## config.mk

```make
export PLATFORM = sky130hd
export DESIGN_NAME = eprom_byte_prog
export DESIGN_NICKNAME = d
export VERILOG_FILES = /design/src/rtl/eprom_prog_pkg.sv /design/src/rtl/step_timer.sv /design/src/rtl/strobe_decode.sv /design/src/rtl/readback_check.sv /design/src/rtl/eprom_byte_prog.sv
export SDC_FILE = /design/constraint.sdc
export NUM_CORES = 1
export LEC_CHECK = 0
export ABC_AREA = 1
export BUFFER_PORTS_ARGS = -buffer_cell sky130_fd_sc_hd__buf_2
export CORE_ASPECT_RATIO = 1.5
export CORE_UTILIZATION = 52
export DETAILED_ROUTE_END_ITERATION = 6
export PLACE_DENSITY_LB_ADDON = 0.25
export SLEW_MARGIN = 20
export SYNTH_ARGS = -nofsm -noshare
export SYNTH_HDL_FRONTEND = slang
export SYNTH_SLANG_ARGS = --single-unit
export TNS_END_PERCENT = 10
```

## constraint.sdc

```tcl
create_clock -name clk -period 1.9 [get_ports clk]
set_input_delay 0.095 -clock clk [delete_from_list [all_inputs] [get_ports clk]]
set_output_delay 0.095 -clock clk [all_outputs]
set_load 0.02 [all_outputs]
```

## src/rtl/eprom_prog_pkg.sv

```systemverilog
package eprom_prog_pkg;

   typedef enum logic [4:0] {
      ST_IDLE,
      W_OE_OFF,
      W_VPP_ON,
      W_DRIVE,
      W_CS_ON,
      W_PULSE,
      W_PULSE_END,
      W_TURN,
      W_OE_ON,
      W_SAMPLE,
      W_OE_REL,
      W_CS_REL,
      W_VPP_OFF,
      R_OE_ON,
      R_CS_ON,
      R_SAMPLE,
      R_CS_REL,
      R_OE_REL,
      ST_DONE
   } seq_state_e;

   typedef struct packed {
      logic cs_n;
      logic oe_n;
      logic pgm_n;
      logic vpp;
      logic bus_oe;
   } strobe_t;

   localparam strobe_t STROBE_IDLE = '{cs_n: 1'b1, oe_n: 1'b1, pgm_n: 1'b1,
                                       vpp: 1'b0, bus_oe: 1'b0};

   // successor of a timed state
   function automatic seq_state_e step_after(input seq_state_e s);
      case (s)
         W_OE_OFF:    return W_VPP_ON;
         W_VPP_ON:    return W_DRIVE;
         W_DRIVE:     return W_CS_ON;
         W_CS_ON:     return W_PULSE;
         W_PULSE:     return W_PULSE_END;
         W_PULSE_END: return W_TURN;
         W_TURN:      return W_OE_ON;
         W_OE_ON:     return W_SAMPLE;
         W_SAMPLE:    return W_OE_REL;
         W_OE_REL:    return W_CS_REL;
         W_CS_REL:    return W_VPP_OFF;
         W_VPP_OFF:   return ST_DONE;
         R_OE_ON:     return R_CS_ON;
         R_CS_ON:     return R_SAMPLE;
         R_SAMPLE:    return R_CS_REL;
         R_CS_REL:    return R_OE_REL;
         R_OE_REL:    return ST_DONE;
         default:     return ST_IDLE;
      endcase
   endfunction

   // strobe levels held during each state
   function automatic strobe_t levels_of(input seq_state_e s);
      strobe_t l;
      l = STROBE_IDLE;
      case (s)
         W_VPP_ON:    l.vpp = 1'b1;
         W_DRIVE:     begin l.vpp = 1'b1; l.bus_oe = 1'b1; end
         W_CS_ON,
         W_PULSE_END: begin l.vpp = 1'b1; l.bus_oe = 1'b1; l.cs_n = 1'b0; end
         W_PULSE:     begin l.vpp = 1'b1; l.bus_oe = 1'b1; l.cs_n = 1'b0;
                            l.pgm_n = 1'b0; end
         W_TURN:      begin l.vpp = 1'b1; l.cs_n = 1'b0; end
         W_OE_ON,
         W_SAMPLE:    begin l.vpp = 1'b1; l.cs_n = 1'b0; l.oe_n = 1'b0; end
         W_OE_REL:    begin l.vpp = 1'b1; l.cs_n = 1'b0; end
         W_CS_REL:    l.vpp = 1'b1;
         R_OE_ON,
         R_CS_REL:    l.oe_n = 1'b0;
         R_CS_ON,
         R_SAMPLE:    begin l.oe_n = 1'b0; l.cs_n = 1'b0; end
         default:     l = STROBE_IDLE;
      endcase
      return l;
   endfunction

endpackage

```

## src/rtl/step_timer.sv

```systemverilog
module step_timer #(
   parameter int unsigned PULSE_CYCLES = 2_500_000,
   parameter int unsigned STEP_CYCLES  = 2
) (
   input  logic clk,
   input  logic rst_n,
   input  logic load_i,
   input  logic long_i,
   output logic expired_o
);
   localparam int unsigned MAX_C = (PULSE_CYCLES > STEP_CYCLES) ? PULSE_CYCLES : STEP_CYCLES;
   localparam int unsigned CNT_W = $clog2(MAX_C + 1);
   localparam logic [CNT_W-1:0] LONG_LD  = CNT_W'(PULSE_CYCLES - 1);
   localparam logic [CNT_W-1:0] SHORT_LD = CNT_W'(STEP_CYCLES - 1);

   logic [CNT_W-1:0] cnt_q;

   always_ff @(posedge clk or negedge rst_n) begin
      if (!rst_n)
         cnt_q <= '0;
      else if (load_i)
         cnt_q <= long_i ? LONG_LD : SHORT_LD;
      else if (cnt_q != '0)
         cnt_q <= cnt_q - 1'b1;
   end

   assign expired_o = (cnt_q == '0);

   p_load_bound_r3: assert property (@(posedge clk) disable iff (!rst_n)
      load_i && long_i |=> cnt_q == LONG_LD);

endmodule

```

## src/rtl/strobe_decode.sv

```systemverilog
module strobe_decode
   import eprom_prog_pkg::*;
(
   input  logic       clk,
   input  logic       rst_n,
   input  seq_state_e nxt_i,
   output strobe_t    strb_o
);
   strobe_t strb_q;

   always_ff @(posedge clk or negedge rst_n) begin
      if (!rst_n)
         strb_q <= STROBE_IDLE;
      else
         strb_q <= levels_of(nxt_i);
   end

   assign strb_o = strb_q;

   p_vpp_with_pgm_r2: assert property (@(posedge clk) disable iff (!rst_n)
      !strb_q.pgm_n |-> strb_q.vpp);

endmodule

```

## src/rtl/readback_check.sv

```systemverilog
module readback_check #(
   parameter int unsigned DATA_W    = 8,
   parameter bit          VERIFY_EN = 1'b1
) (
   input  logic              clk,
   input  logic              rst_n,
   input  logic              clear_i,
   input  logic              capture_i,
   input  logic              check_i,
   input  logic [DATA_W-1:0] bus_i,
   input  logic [DATA_W-1:0] ref_i,
   output logic [DATA_W-1:0] rdata_o,
   output logic              fail_o
);
   logic [DATA_W-1:0] diff;
   logic              mism;
   logic [DATA_W-1:0] rdata_q;
   logic              fail_q;

   for (genvar b = 0; b < DATA_W; b++) begin : g_bit
      assign diff[b] = bus_i[b] ^ ref_i[b];
   end

   if (VERIFY_EN) begin : g_verify
      assign mism = check_i && (|diff);
   end else begin : g_noverify
      assign mism = 1'b0;
   end

   always_ff @(posedge clk or negedge rst_n) begin
      if (!rst_n) begin
         rdata_q <= '0;
         fail_q  <= 1'b0;
      end else if (clear_i) begin
         fail_q  <= 1'b0;
      end else if (capture_i) begin
         rdata_q <= bus_i;
         fail_q  <= mism;
      end
   end

   assign rdata_o = rdata_q;
   assign fail_o  = fail_q;

   p_read_no_fail_r8: assert property (@(posedge clk) disable iff (!rst_n)
      capture_i && !check_i |=> !fail_q);

endmodule

```

## src/rtl/eprom_byte_prog.sv

```systemverilog
module eprom_byte_prog
   import eprom_prog_pkg::*;
#(
   parameter int unsigned DATA_W       = 8,
   parameter int unsigned PULSE_CYCLES = 2_500_000,
   parameter int unsigned STEP_CYCLES  = 2,
   parameter bit          VERIFY_EN    = 1'b1
) (
   input  logic              clk,
   input  logic              rst_n,
   input  logic              start_i,
   input  logic              write_i,
   input  logic [DATA_W-1:0] wdata_i,
   input  logic [DATA_W-1:0] mem_d_i,
   output logic [DATA_W-1:0] mem_d_o,
   output logic              mem_d_oe_o,
   output logic              cs_n_o,
   output logic              oe_n_o,
   output logic              pgm_n_o,
   output logic              vpp_req_o,
   output logic              busy_o,
   output logic              done_o,
   output logic              fail_o,
   output logic [DATA_W-1:0] rdata_o
);
   localparam int unsigned PL_W = $clog2(PULSE_CYCLES + 2);

   if (DATA_W < 1) begin : g_bad_w
      $error("DATA_W must be at least 1");
   end
   if (PULSE_CYCLES < 1) begin : g_bad_p
      $error("PULSE_CYCLES must be at least 1");
   end
   if (STEP_CYCLES < 1) begin : g_bad_s
      $error("STEP_CYCLES must be at least 1");
   end

   seq_state_e        state_q, state_d;
   logic              load, long_ld, expired, accept, capture;
   logic              mode_wr_q;
   logic [DATA_W-1:0] data_q;
   strobe_t           strb;

   assign accept = (state_q == ST_IDLE) && start_i;

   always_comb begin
      state_d = state_q;
      load    = 1'b0;
      case (state_q)
         ST_IDLE: if (start_i) begin
            state_d = write_i ? W_OE_OFF : R_OE_ON;
            load    = 1'b1;
         end
         ST_DONE: state_d = ST_IDLE;
         default: if (expired) begin
            state_d = step_after(state_q);
            load    = 1'b1;
         end
      endcase
      long_ld = (state_d == W_PULSE);
   end

   assign capture = expired && ((state_q == W_SAMPLE) || (state_q == R_SAMPLE));

   always_ff @(posedge clk or negedge rst_n) begin
      if (!rst_n) begin
         state_q   <= ST_IDLE;
         mode_wr_q <= 1'b0;
         data_q    <= '0;
      end else begin
         state_q <= state_d;
         if (accept) begin
            mode_wr_q <= write_i;
            data_q    <= wdata_i;
         end
      end
   end

   step_timer #(
      .PULSE_CYCLES(PULSE_CYCLES),
      .STEP_CYCLES (STEP_CYCLES)
   ) i_timer (
      .clk      (clk),
      .rst_n    (rst_n),
      .load_i   (load),
      .long_i   (long_ld),
      .expired_o(expired)
   );

   strobe_decode i_strobes (
      .clk   (clk),
      .rst_n (rst_n),
      .nxt_i (state_d),
      .strb_o(strb)
   );

   readback_check #(
      .DATA_W   (DATA_W),
      .VERIFY_EN(VERIFY_EN)
   ) i_check (
      .clk      (clk),
      .rst_n    (rst_n),
      .clear_i  (accept),
      .capture_i(capture),
      .check_i  (mode_wr_q),
      .bus_i    (mem_d_i),
      .ref_i    (data_q),
      .rdata_o  (rdata_o),
      .fail_o   (fail_o)
   );

   assign mem_d_o    = data_q;
   assign mem_d_oe_o = strb.bus_oe;
   assign cs_n_o     = strb.cs_n;
   assign oe_n_o     = strb.oe_n;
   assign pgm_n_o    = strb.pgm_n;
   assign vpp_req_o  = strb.vpp;
   assign busy_o     = (state_q != ST_IDLE);
   assign done_o     = (state_q == ST_DONE);

   // pulse width monitor for the program strobe
   logic [PL_W-1:0] pulse_len_q;
   always_ff @(posedge clk or negedge rst_n) begin
      if (!rst_n)
         pulse_len_q <= '0;
      else if (!pgm_n_o)
         pulse_len_q <= pulse_len_q + 1'b1;
      else
         pulse_len_q <= '0;
   end

   p_pgm_guard_r2: assert property (@(posedge clk) disable iff (!rst_n)
      !pgm_n_o |-> (!cs_n_o && oe_n_o && vpp_req_o && mem_d_oe_o));

   p_pulse_len_r3: assert property (@(posedge clk) disable iff (!rst_n)
      $rose(pgm_n_o) |-> (pulse_len_q == PL_W'(PULSE_CYCLES)));

   p_no_contention_r4: assert property (@(posedge clk) disable iff (!rst_n)
      !oe_n_o |-> !mem_d_oe_o);

   p_drive_needs_vpp_r4: assert property (@(posedge clk) disable iff (!rst_n)
      mem_d_oe_o |-> vpp_req_o);

   p_vpp_drop_r5: assert property (@(posedge clk) disable iff (!rst_n)
      $fell(vpp_req_o) |-> (cs_n_o && oe_n_o));

   p_done_quiet_r6: assert property (@(posedge clk) disable iff (!rst_n)
      done_o |-> (cs_n_o && oe_n_o && pgm_n_o && !vpp_req_o && !mem_d_oe_o));

   p_ignore_r9: assert property (@(posedge clk) disable iff (!rst_n)
      busy_o && start_i |=> $stable(mem_d_o));

   p_done_pulse_r10: assert property (@(posedge clk) disable iff (!rst_n)
      done_o |=> (!done_o && !busy_o));

endmodule

```

* Yosys cells after proc, flatten, opt, wreduce, memory -nomap -nowiden
Memories as Yosys holds them, arrays and structs flattened. Index checks and enable logic that the tools add are counted.
Word-level totals: register bits after elaboration 50, ROM bits 160, bits of input ports 20, memories kept 1
Operators by class: add/sub/neg operators 1, equality and inequality tests 17, multiplexer cells 17, bitwise logic cells 9, reductions and logical operators 16
Memory list:
- (name not given) | depth 32, width 5, rd ports 1, clocked after memory_dff 0, write ports 0, line eprom_prog_pkg.sv:38 | case (s)
Operator list (count):
- 22-bit two-way mux | 3
- 5-bit by 4-bit equality test with 1-bit output (second input constant) | 9
- 22-bit logical NOT | 1
- 22-bit nonzero test | 1
- 22-bit by 1-bit subtractor with 22-bit output (second input constant) | 1
- 5-bit by 3-bit equality test with 1-bit output (second input constant) | 4
- 5-bit by 2-bit equality test with 1-bit output (second input constant) | 2
- 5-bit equality test (second input constant) | 2
- 5-bit two-way mux | 2
- 5-bit case mux with 2 select lines | 1
- 10-bit OR reduction | 1
- 1-bit two-way mux | 9
- 9-bit OR reduction | 1
- 8-bit OR reduction | 1
- 1-bit bitwise XOR | 8
- 6-bit OR reduction | 1
- 5-bit logical NOT | 1
- 5-bit nonzero test | 1
- 4-bit two-way mux | 1
- 2-bit nonzero test | 2
- 4-bit OR reduction | 1
- 1-bit logical AND | 3
- 1-bit case mux with 2 select lines | 1
- 2-bit AND reduction | 1
- other kinds (2) | 2

* Depth between registers and ports, before layout
Gate-level depths: netlist of the first run.
depth in word-level cells 6, depth in mapped cells 14, depth with buffers taken out 13

* Hierarchy
Synthesis of the first run repeated with hierarchy kept, for this count alone.
Second synthesis, totals: cells, all modules 419, area, all modules 3128.0 sq um
Modules (own cells, without submodules):
- step_timer | instances 1, cells each 203, area each 1483.9 sq um, seq. area each 550.5 sq um
- eprom_byte_prog | instances 1, cells each 116, area each 873.3 sq um, seq. area each 350.3 sq um
- readback_check | instances 1, cells each 61, area each 489.2 sq um, seq. area each 225.2 sq um
- strobe_decode | instances 1, cells each 39, area each 281.5 sq um, seq. area each 128.9 sq um

* Worst setup path after synthesis of the first run
No wires, ideal clock.
path kind reg-to-reg, from register state_q[1], to register i_timer.cnt_q[10], library setup time 73 ps, arrival 1830 ps, data required time 1827 ps, setup slack -3 ps, stages on the path, launching flop included 14, buffers on the path 1, period minus slack after synthesis 1903 ps, path through dfrtp_1 -> inv_1 -> ha_1 -> nand3_4 -> nand2_4 -> inv_4 -> nand2_4 -> nand2_2 -> a21oi_4 -> nand2_2 -> nor2_4 -> nand2_2 -> buf_6 -> a21oi_2
Between the ends: word-level cells in the longest chain between the ends 6, elaborated cells between the ends (all ways) 11
Ends and longest elaborated chain:
- from (decl) | line eprom_byte_prog.sv:38 | seq_state_e state_q, state_d;
- from (signal assigned) | line eprom_byte_prog.sv:71 | state_q <= state_d;
- memory read 32 x 5 bit
- 5-bit two-way mux | line eprom_byte_prog.sv:55 | default: if (expired) begin
- 5-bit case mux with 2 select lines | line eprom_byte_prog.sv:49 | case (state_q)
- 5-bit by 3-bit equality test with 1-bit output | line eprom_byte_prog.sv:60 | long_ld = (state_d == W_PULSE);
- 22-bit two-way mux | line step_timer.sv:22 | cnt_q <= long_i ? LONG_LD : SHORT_LD;
- 22-bit two-way mux | line step_timer.sv:21 | else if (load_i)
- to (signal assigned) | line step_timer.sv:22
- to (signal assigned) | line step_timer.sv:24 | cnt_q <= cnt_q - 1'b1;
- to (decl) | line step_timer.sv:16 | logic [CNT_W-1:0] cnt_q;
Several ways; a longest one is shown, not always the timed one. A chain may end at the register's enable or synchronous reset.

* Final worst setup path of the first run
from register i_timer.cnt_q[13], to register i_timer.cnt_q[13]
Between the ends: word-level cells in the longest chain between the ends 6, elaborated cells between the ends (all ways) 12
Ends and longest elaborated chain:
- branches (longest 6 deep; another with 22-bit by 1-bit subtractor with 22-bit output)
Parallel ways; which one is timed is not known. The select of a mux whose other input is x is not followed.

==> run_results.csv, run 1 <==
group,metric,value,unit
sta,tightest_slew,0.5960,ns
synthesis,avgSynthCellArea,9.083,sq um
floorplanning,num_rows,33,
place,hpwlAfterDp,5181,microns
route,ant_nets,0,
route,wl_met2,4058,microns
route,vias,2617,
route,drtIter0Drc,139,
clocking,cts_buffer_depth,2,
synthesis,synth_edf_count,0,
floorplanning,die_height,95.27,microns
route,first_pass_iters,4,
sta,finalHoldWorstSlack,0.01628,ns
route,wl,7364,microns
clocking,cts_tree,"built",
grt,grt_max_degree,27,
floorplanning,start_util,54.50,%
clocking,cts_max_level,2,
pwr,p_total,6.589,mW
pwr,p_leak,1.957,nW
final_layout,diodes,0,
clocking,clk_transition_reported_paths,0.09,ns
clocking,numClockSinks,50,
route,wire_per_inst,14.61,microns
place,place.gp.congestion,0.8453,
sta,min_period,1.953,ns
synthesis,syn_area,3015,sq um
grt,grt_overflow,0,
sta,rsz0062_at_grt,"true",
grt,grt_pass1_vias,2592,
critical_path,critPathLaunch,"i_timer.cnt_q[13]$_DFFE_PN0P_",
clocking,cts_inserted_buffers,5,
sta,fin_skew,0.01155,ns
synthesis,synth_warnings,0,
min_path,min_path_type,"primary input to flop",
critical_path,cp-end-kind,"flop",
sta,drv_slew,0,
sta,fin_crit_sh,102.8,%
floorplanning,die_area,6114,sq um
final_layout,nNetsFinal,460,
route,highest_layer,"met4",
synthesis,syn_nets,359,
final_layout,utilization,72.77,%
sta,setup_viol,12,
sta,finalHoldViolCount,0,
grt,grt_usage,25.23,%
route,drc,0,
grt,grt_pass1_wl,11670,microns
route,met1_length,2896,microns
sta,relSlewSlack,60.27,%
synthesis,synthCells,332,
final_layout,layout-drive-gt1-share,47.00,%
critical_path,rrSetupSlack,-0.05,ns
sta,setup_slack,-0.05335,ns
floorplanning,core_area,5533,sq um
floorplanning,ioPinCount,44,
grt,antenna_found_initial,0,
synthesis,yosysSeqAreaShare,41.62,%
critical_path,crit_type,"flop to flop",
synthesis,synthArstFlopShare,100.0,%
sta,fmax,511.9,MHz
pwr,ir_drop,0.9153,mV
flow_run,cap_violations,0,
critical_path,r2r_start,"i_timer.cnt_q[13]$_DFFE_PN0P_",
floorplanning,die_x,64.18,microns
critical_path,critical_path_arrival,2.20,ns
critical_path,start_kind,"flop",
pwr,power_density,1636,nW/um^2
critical_path,cp.required,2.14,ns
final_layout,syn_to_final_growth,33.53,%
min_path,hp-start,"wdata_i[5]",
final_layout,fillers,413,
critical_path,crit_path_max_fanout,6,
outcome,status,"finished with violations",
synthesis,synthFlopType,"dfrtp_1",
clocking,clock-root-buffer,"clkbuf_8",
synthesis,ys_seq_elements,50,
route,via_per_inst,5.192,
route,dr_wl_met3,225,microns
clocking,insertion_delay,0.31,ns
outcome,violations,"setup timing",
place,io_buffers,43,
synthesis,ys_types,39,
## cell usage in the layout, fill, tap and decap left out, types with 3 or more instances in the layout
master / count
nand2_1: 50
nand4_1: 7
ha_4: 3
nor3_1: 9
ha_1: 3
nand3_4: 5
clkbuf_8: 5
nand2_4: 5
nor2_4: 9
nand3_1: 17
o21ai_1: 3
dfrtp_1: 46
a21oi_2: 11
a21oi_1: 12
buf_6: 3
inv_2: 9
nor2_2: 14
buf_2: 43
o21ai_0: 8
inv_4: 3
dlygate4sd3_1: 5
xnor2_1: 9
buf_4: 46
dfstp_2: 3
nand2_2: 9
nor2_1: 27
inv_1: 18
xor2_1: 10
nand3_2: 3
mux2_2: 14
## metal layers
| metal | up-vias | track usage [%] |
|---|---|---|
| met4 | 0 | 11.11 |
| met2 | 65 | 48.32 |
| met3 | 14 | 4.067 |
| li1 | 1293 | - |
| met5 | - | 0 |
| met1 | 1245 | 26.83 |
## stage by stage
stage	cells	area, sq um	TNS, ns	worst slack (ns)
6_report	504	4026	-0.4590	-0.05335
5_1_grt	504	4026	-1.859	-0.1442
4_1_cts	499	3899	-0.3582	-0.03488
3_5_place_dp	476	3581	-1.024	-0.09563
3_3_place_gp	476	3581	-0.03508	-0.01580
2_1_floorplan	332	3018	0	0.01168
## worst max-delay path, cell delays in order (launching register included)
cell and delay, ns:
dfrtp_1 0.41, nor2_2 0.16, nand2_2 0.12, nor2_8 0.18, nand3_4 0.14, nand2_4 0.11
nand2_4 0.05, a21oi_4 0.13, nand2_2 0.08, nor2_4 0.14, nand2_4 0.09, buf_12 0.16
a21oi_2 0.11
## cell type report
cell class              instances  area, sq um  area share (%)
flip-flops and latches         50         1256           31.20
well taps                      70        87.58           2.175
clock inverters                 3        28.78          0.7147
inverters                      31        123.9           3.076
repair buffers                100        711.9           17.68
clock buffers                   5        68.82           1.709
multi-input cells             245         1749           43.44
## power by group
group,switching [mW],internal (mW)
clock,0.384,0.273
sequential,0.308,1.50
combinational,2.35,1.76
## logic make-up (layout without fill, tap and decap cells)
kind of cell / after synthesis / count (layout) / share of synthesized area (%)
AO/OA/AOI/OAI: 41 / 41 / 9.254
XOR/XNOR: 19 / 19 / 5.519
adder cells (fa/ha/maj): 7 / 7 / 2.904
buffers and inverters: 37 / 139 / 5.353
flip-flops: 50 / 50 / 41.62
multiplexers: 14 / 14 / 5.228
AND/OR/NAND/NOR: 164 / 164 / 30.12
## cells in the mapped netlist, types with 2 or more instances
| cell | instances | share of area [%] |
|---|---|---|
| xor2_1 | 10 | 2.9 |
| a21oi_1 | 14 | 2.3 |
| nand2_2 | 9 | 1.9 |
| nor3_2 | 2 | 0.66 |
| inv_2 | 6 | 0.75 |
| nand2_4 | 3 | 1.1 |
| a21oi_2 | 10 | 2.9 |
| dfrtp_1 | 47 | 39 |
| nand3_2 | 2 | 0.66 |
| o21ai_0 | 10 | 1.7 |
| inv_1 | 23 | 2.9 |
| nand3_4 | 4 | 2.3 |
| a211o_1 | 2 | 0.58 |
| dfstp_2 | 3 | 2.6 |
| nor2_4 | 4 | 1.5 |
| nor2_1 | 36 | 4.5 |
| xnor2_1 | 9 | 2.6 |
| buf_6 | 2 | 0.75 |
| nor3_1 | 9 | 1.5 |
| buf_2 | 4 | 0.66 |
| nand2_1 | 52 | 6.5 |
| nor2_2 | 10 | 2.1 |
| nand4_1 | 7 | 1.5 |
| nor2_8 | 2 | 1.3 |
| mux2_2 | 14 | 5.2 |
| ha_1 | 7 | 2.9 |
| nand3_1 | 19 | 3.2 |
## sequential cells by signal, summed over array words and instances, names as in the netlist
register	flops
i_timer.cnt_q	22
i_check.rdata_o	8
mem_d_o	8
i_strobes.strb_o	5
state_q	5
i_check.fail_o	1
mode_wr_q	1
## what timing repair did
| item | in CTS | in global routing |
|---|---|---|
| hold endpoints to repair | 28 | 1 |
| setup buffers | 10 | 4 |
| pin swaps | 8 | 13 |
| resized for setup | 19 | 27 |
| endpoints found under the setup margin | 22 | 35 |
| hold buffers | 4 | 1 |
| cloned | 1 | 0 |
## final timing paths
check,cells after the start,to
setup / recovery,12,i_timer.cnt_q[13]$_DFFE_PN0P_
hold / removal,2,mem_d_o[5]$_DFFE_PN0P_
setup reg to reg,12,i_timer.cnt_q[13]$_DFFE_PN0P_
hold reg to reg,1,i_timer.cnt_q[11]$_DFFE_PN0P_
max in group asynchronous,3,i_strobes.strb_o[3]$_DFF_PN1_
min in group asynchronous,2,mem_d_o[4]$_DFFE_PN0P_
Note: power is estimated with default switching activity, not from simulation.
==> run 2: changes to the inputs <==
--- a/config.mk
+++ b/config.mk
@@ -5,10 +5,9 @@
 export SDC_FILE = /design/constraint.sdc
 export NUM_CORES = 1
 export LEC_CHECK = 0
-export ABC_AREA = 1
 export BUFFER_PORTS_ARGS = -buffer_cell sky130_fd_sc_hd__buf_2
 export CORE_ASPECT_RATIO = 1.5
-export CORE_UTILIZATION = 52
+export CORE_UTILIZATION = 51
 export DETAILED_ROUTE_END_ITERATION = 6
 export PLACE_DENSITY_LB_ADDON = 0.25
 export SLEW_MARGIN = 20
==> run 2 against run 1 <==
  * The run still ends with setup timing left
  * Sequential share of layout area fell by 0.15 points
  * Worst hold slack got worse by 0.0034 ns
  * Sequential power fell by 41%
  * Final cell count fell by 11%
  * Routed wire length rose by 3.5%
  * Maximum frequency fell by 19%
  * First-iteration DRC count fell by 39%
  * Largest power group is now sequential cells
==> run_results.csv, run 2 <==
group,metric,value,unit
synthesis,synth_warnings,0,
outcome,violations,"setup timing",
final_layout,layout-drive-gt1-share,54.97,%
critical_path,cp-end-kind,"flop",
min_path,min_path_type,"primary input to flop",
final_layout,finalInstanceArea,4041,sq um
synthesis,synth.largest_area_cell,"dfrtp_1",
place,place.gp.congestion,0.8930,
flow_run,cap_violations,0,
critical_path,crit_path_max_fanout,2,
clocking,insertion_delay,0.31,ns
sta,rsz0062_at_grt,"true",
grt,grt_pass1_vias,2536,
sta,finalHoldViolCount,0,
synthesis,yosysSeqAreaShare,47.13,%
grt,grt_pass1_wl,11500,microns
sta,min_period,2.416,ns
clocking,cts_max_level,2,
floorplanning,core_area,4926,sq um
final_layout,largest-register,"i_timer.cnt_q",
route,wire_per_inst,17.02,microns
route,first_pass_iters,4,
clocking,cts_buffer_depth,2,
synthesis,yosys-top-cells-count,"dfrtp_1 (47), nor2_1 (25), xnor2_1 (21), mux2_2 (19), nor3_1 (15)",
synthesis,synth_area_leaders,"dfrtp_1 (44%), mux2_2 (8.0%), xnor2_1 (6.9%)",
grt,grt_max_degree,27,
clocking,cts_inserted_buffers,5,
floorplanning,die_area,5520,sq um
synthesis,synth_top_area_share,44.17,%
final_layout,fillers,279,
critical_path,crit_type,"flop to flop",
sta,drv_slew,0,
place,postPlaceCellArea,3622,sq um
sta,fin_skew,0.006836,ns
pwr,p_sw,0.3893,mW
critical_path,start_kind,"flop",
place,hpwlAfterDp,5023,microns
synthesis,synth_edf_count,0,
sta,setup_viol,39,
final_layout,syn_to_final_growth,51.79,%
final_layout,largest_reg_flops,22,
synthesis,synthFlopType,"dfrtp_1",
pwr,switching_share,20.86,%
pwr,p_clk_share,39.7,%
final_layout,nNetsFinal,408,
route,drc,0,
floorplanning,num_rows,31,
critical_path,critical_path_arrival,2.62,ns
final_layout,diodes,0,
clocking,clock-root-buffer,"clkbuf_8",
synthesis,yosysMostFrequentCell,"dfrtp_1",
route,via_per_inst,5.504,
pwr,ir_drop,0.4606,mV
place,io_buffers,43,
floorplanning,ioPinCount,44,
floorplanning,die_x,61.00,microns
route,wl,7624,microns
grt,antenna_found_initial,0,
synthesis,ys_seq_elements,50,
grt,grt_overflow,0,
place,pre_cts_slack,-0.4379,ns
pwr,p_int,1.477,mW
synthesis,syn_nets,280,
sta,fmax,414.0,MHz
floorplanning,start_util,54.05,%
sta,tightest_slew,0.6289,ns
final_layout,layout_commonest_cell,"buf_4",
route,vias,2466,
route,drtIter0Drc,85,
clocking,numClockSinks,50,
outcome,status,"finished with violations",
pwr,p_leak,1.848,nW
synthesis,synthArstFlopShare,100.0,%
sta,relSlewSlack,58.08,%
pwr,power_density,461.8,nW/um^2
pwr,combPwrFrac,3.3,%
synthesis,avgSynthCellArea,10.52,sq um
synthesis,ys_types,46,
sta,fin_crit_sh,127.1,%
grt,grt_usage,28.25,%
clocking,cts_tree,"built",
floorplanning,die_height,90.50,microns
sta,setup_slack,-0.5157,ns
clocking,clk_transition_reported_paths,0.09,ns
final_layout,final_cell_mix,"buf_4 (72), dfrtp_1 (47), buf_2 (43)",
pwr,seq_power_share,57.0,%
synthesis,syn_area,2663,sq um
synthesis,synthCells,253,
critical_path,cp.required,2.10,ns
route,ant_nets,0,
-- run 2: cell families (layout without fill, tap and decap cells) --
group                      count (synthesis)  after routing  share of synthesized area, %
AOI/OAI and AO/OA                         38             38                         8.976
xor gates and xnor gates                  29             29                         9.540
adders and majority gates                  7              7                         3.289
buffers and inverters                     15            144                         2.209
DFF                                       50             50                         47.13
muxes                                     21             21                         8.788
and+or+nand+nor                           93             93                         20.07
-- run 2: area by class of cell --
| cell class | instances | area, sq um | share of cell area (%) |
|---|---|---|---|
| Multi-Input combinational cell | 188 | 1612 | 39.88 |
| Timing Repair Buffer | 128 | 953.4 | 23.59 |
| Clock buffer | 5 | 68.82 | 1.703 |
| Tap cell | 66 | 82.58 | 2.043 |
| Sequential cell | 50 | 1255 | 31.05 |
| Clock inverter | 3 | 40.04 | 0.9907 |
| Inverter | 8 | 30.03 | 0.7430 |
-- run 2: critical path, stage by stage (launching register included) --
cell	delay (ns)
dfrtp_1	0.39
or3_4	0.38
or3_4	0.33
or4_4	0.44
or3_4	0.37
nor4_4	0.17
xnor2_1	0.17
o21ai_2	0.07
-- run 2: what timing repair did --
| item | 4_1_cts | 5_1_grt |
|---|---|---|
| pin swaps | 6 | 5 |
| setup buffers | 0 | 4 |
| cloned | 0 | 1 |
| setup endpoints to repair | 46 | 47 |
| hold buffers | 1 | 0 |
| gates resized for setup | 28 | 47 |
| hold endpoints to repair | 25 | 0 |
-- run 2: power groups by stage --
stage          Clock [mW]  Combinational (mW)  Sequential, mW
2_1_floorplan           0             0.00851            1.08
3_3_place_gp            0              0.0574            1.08
3_5_place_dp            0              0.0599            1.08
4_1_cts             0.756              0.0618            1.06
5_1_grt             0.793              0.0700            1.06
6_report            0.741              0.0613            1.06
-- run 2: final timing paths --
path                                           startpoint                             end  slack, ns  depth (start not counted)
hold reg to reg            i_check.rdata_o[4]$_DFFE_PN0P_  i_check.rdata_o[4]$_DFFE_PN0P_       0.51                          1
max in group asynchronous                           rst_n   i_strobes.strb_o[2]$_DFF_PN1_       0.94                          3
setup / recovery             i_timer.cnt_q[9]$_DFFE_PN0P_   i_timer.cnt_q[21]$_DFFE_PN0P_      -0.52                          7
min in group asynchronous                           rst_n          mem_d_o[6]$_DFFE_PN0P_       0.32                          2
hold / removal                                 wdata_i[6]          mem_d_o[6]$_DFFE_PN0P_       0.01                          2
setup reg to reg             i_timer.cnt_q[9]$_DFFE_PN0P_   i_timer.cnt_q[21]$_DFFE_PN0P_      -0.52                          7
-- run 2: through the flow --
| stage | total power, mW | setup TNS [ns] | utilization (%) | hold WS, ns | instances |
|---|---|---|---|---|---|
| 2_1_floorplan | 1.093 | -5.764 | - | -0.2006 | 253 |
| 3_3_place_gp | 1.142 | -8.675 | 73.53 | 0.1327 | 435 |
| 3_5_place_dp | 1.144 | -10.14 | 73.53 | 0.1445 | 435 |
| 4_1_cts | 1.881 | -7.087 | 78.13 | 0.01305 | 444 |
| 5_1_grt | 1.927 | -13.15 | 82.04 | 0.01217 | 448 |
| 6_report | 1.866 | -10.97 | 82.04 | 0.01283 | 448 |
-- run 2: metal layers --
metal	GRT usage (%)	vias to the layer above	routed length [microns]
li1	-	1160	-
met1	29.63	1214	2691
met2	51.56	62	4358
met3	4.011	30	231
met4	14.20	0	343
met5	0	-	0
==> run 3: changes to the inputs <==
--- a/config.mk
+++ b/config.mk
@@ -7,7 +7,7 @@
 export LEC_CHECK = 0
 export BUFFER_PORTS_ARGS = -buffer_cell sky130_fd_sc_hd__buf_2
 export CORE_ASPECT_RATIO = 1.5
-export CORE_UTILIZATION = 51
+export CORE_UTILIZATION = 56
 export DETAILED_ROUTE_END_ITERATION = 6
 export PLACE_DENSITY_LB_ADDON = 0.25
 export SLEW_MARGIN = 20
==> constraint.sdc (replaced) <==
create_clock -name clk -period 2.75 [get_ports clk]
set_input_delay 0.1375 -clock clk [delete_from_list [all_inputs] [get_ports clk]]
set_output_delay 0.1375 -clock clk [all_outputs]
set_load 0.02 [all_outputs]
==> run 3 against run 2 <==
  * The flow now finishes without violations
  * Setup slack better by 0.77 ns
  * Worst hold slack better by 0.038 ns
  * Non-clock buffer count is 70 lower
  * Clock-buffer cell count is 1 higher
  * Via count is 14% lower
  * Final cell count is 16% lower
  * Sequential power is 31% lower
  * Highest routed layer unchanged
  * Sequential cell count stayed put
  * Maximum frequency is 3.0% lower
==> run_results.csv, run 3 (synthesis gave the netlist of run 2 again) <==
group,metric,value,unit
route,ant_nets,0,
critical_path,slowest_stage,"dfrtp_1",
grt,grt_overflow,0,
grt,grt_max_degree,51,
outcome,status,"finished, final reports clean",
floorplanning,die_x,58.30,microns
critical_path,worstPathCellList,"inv_1, ha_1, nor4b_2, inv_1, or3_1, and3_1, inv_1, nor2_1, nand4_1, buf_12, o21ai_0",
sta,fin_crit_sh,90.60,%
floorplanning,core_area,4542,sq um
route,vias,2121,
place,io_buffers,43,
clocking,cts_tree,"built",
route,wire_per_inst,15.38,microns
critical_path,path_common_cell,"inv_1",
grt,grt_pass1_vias,2069,
final_layout,largest-register,"i_timer.cnt_q",
sta,tns,0,ns
critical_path,r2r_start,"state_q[0]$_DFF_PN0_",
final_layout,layout_commonest_cell,"dfrtp_1",
clocking,clock-root-buffer,"clkbuf_8",
route,first_pass_iters,4,
route,drtIter0Drc,65,
critical_path,crit_path_max_fanout,11,
clocking,cts_inserted_buffers,5,
final_layout,diodes,0,
critical_path,cp-end-kind,"flop",
final_layout,syn_to_final_growth,19.03,%
sta,fin_skew,0.01252,ns
sta,tightest_slew,0.6247,ns
critical_path,crit_buf_inv,4,
min_path,hp-start,"wdata_i[0]",
place,hpwlAfterDp,4219,microns
critical_path,critical_path_arrival,2.67,ns
floorplanning,die_area,5040,sq um
final_layout,largest_reg_flops,22,
sta,setup_viol,0,
critical_path,critPathLaunch,"state_q[0]$_DFF_PN0_",
critical_path,cp_slowest_stage_delay,0.46,ns
clocking,cts_max_level,2,
clocking,numClockSinks,50,
critical_path,cp.required,2.93,ns
pwr,ir_drop,0.3043,mV
route,via_per_inst,5.641,
min_path,min_path_type,"primary input to flop",
grt,grt_pass1_wl,9660,microns
grt,grt_usage,25.37,%
sta,drv_slew,0,
grt,antenna_found_initial,0,
final_layout,layout-drive-gt1-share,30.77,%
sta,relSlewSlack,58.35,%
place,place.gp.congestion,0.8873,
clocking,cts_buffer_depth,2,
sta,finalHoldViolCount,0,
route,drc,0,
flow_run,cap_violations,0,
critical_path,start_kind,"flop",
pwr,p_leak,1.425,nW
final_layout,nNetsFinal,338,
critical_path,crit_type,"flop to flop",
clocking,clk_transition_reported_paths,0.10,ns
critical_path,cpLargestDelayFamily,"simple AND/OR/NAND/NOR gates",
floorplanning,ioPinCount,44,
floorplanning,num_rows,30,
pwr,power_density,409.1,nW/um^2
route,wl,5783,microns
sta,min_period,2.492,ns
final_layout,final_cell_mix,"dfrtp_1 (47), buf_2 (42), nor2_1 (25)",
floorplanning,die_height,86.45,microns
floorplanning,start_util,58.62,%
clocking,insertion_delay,0.31,ns
sta,rsz0062_at_grt,"false",
sta,finalHoldWorstSlack,0.05087,ns
sta,fmax,401.3,MHz
run 3: cell count changes in the layout (fill, tap and decap cells not counted), moves of 4 or more:
cell     change
buf_6        -6
nor4_1       +4
o21ai_0     +12
mux2_2       +9
buf_4       -58
inv_1        +5
inv_2        -5
o21ai_2      -9
mux2_4       -9
run 3: routing by layer:
layer | track usage, % | part of all wire (%) | wire length, microns | vias to the layer above
met2 | 45.98 | 53 | 3076 | 57
li1 | - | - | - | 1015
met4 | 11.69 | 2.6 | 149 | 0
met5 | 0 | 0 | 0 | -
met1 | 28.11 | 40 | 2339 | 1036
met3 | 4.627 | 3.8 | 217 | 13
run 3: power breakdown:
group	total, mW	leakage (nW)	internal, mW	switching [mW]
registers	0.735	0.611	0.735	0
logic	0.0376	0.762	0.0151	0.0224
clock network	0.524	0.0514	0.272	0.253
total	1.30	1.42	1.02	0.275
run 3: layout make-up:
| cell class | instances | area [sq um] |
|---|---|---|
| inverters | 8 | 30.03 |
| clock buffers | 6 | 72.57 |
| multi-input cells | 188 | 1349 |
| flip-flops and latches | 50 | 1255 |
| repair buffers | 58 | 345.3 |
| clock inverters | 2 | 37.54 |
| well taps | 64 | 80.08 |
| fillers | 362 | 1373 |
run 3: what timing repair did:
item / 4_1_cts / 5_1_grt
setup buffers: 0 / 0
hold endpoints to repair: 0 / 47
hold buffers: 0 / 1
endpoints found under the setup margin: 0 / 0
gates resized for setup: 0 / 0
run 3: final timing paths:
| check | endpoint | slack (ns) | cells past startpoint |
|---|---|---|---|
| worst max register to register | i_timer.cnt_q[8]$_DFFE_PN0P_ | 0.26 | 11 |
| worst min-delay path | mem_d_o[0]$_DFFE_PN0P_ | 0.05 | 2 |
| worst min register to register | i_check.rdata_o[4]$_DFFE_PN0P_ | 0.51 | 1 |
| min in group asynchronous | mem_d_o[6]$_DFFE_PN0P_ | 0.38 | 2 |
| max in group asynchronous | i_timer.cnt_q[20]$_DFFE_PN0P_ | 1.94 | 2 |
| worst max-delay path | i_timer.cnt_q[8]$_DFFE_PN0P_ | 0.26 | 11 |
run 3: through the flow:
step | setup slack, ns | instances | power (mW) | utilization [%] | instance area [sq um]
finish | 0.2584 | 376 | 1.297 | 69.78 | 3169
global route | 0.02272 | 376 | 1.330 | 69.78 | 3169
CTS | 0.2617 | 375 | 1.310 | 69.50 | 3157
detailed placement | 0.2948 | 367 | 0.7867 | 67.08 | 3047
global placement | 0.3398 | 367 | 0.7858 | 67.08 | 3047
floorplan | 0.3673 | 253 | 0.7553 | - | 2663
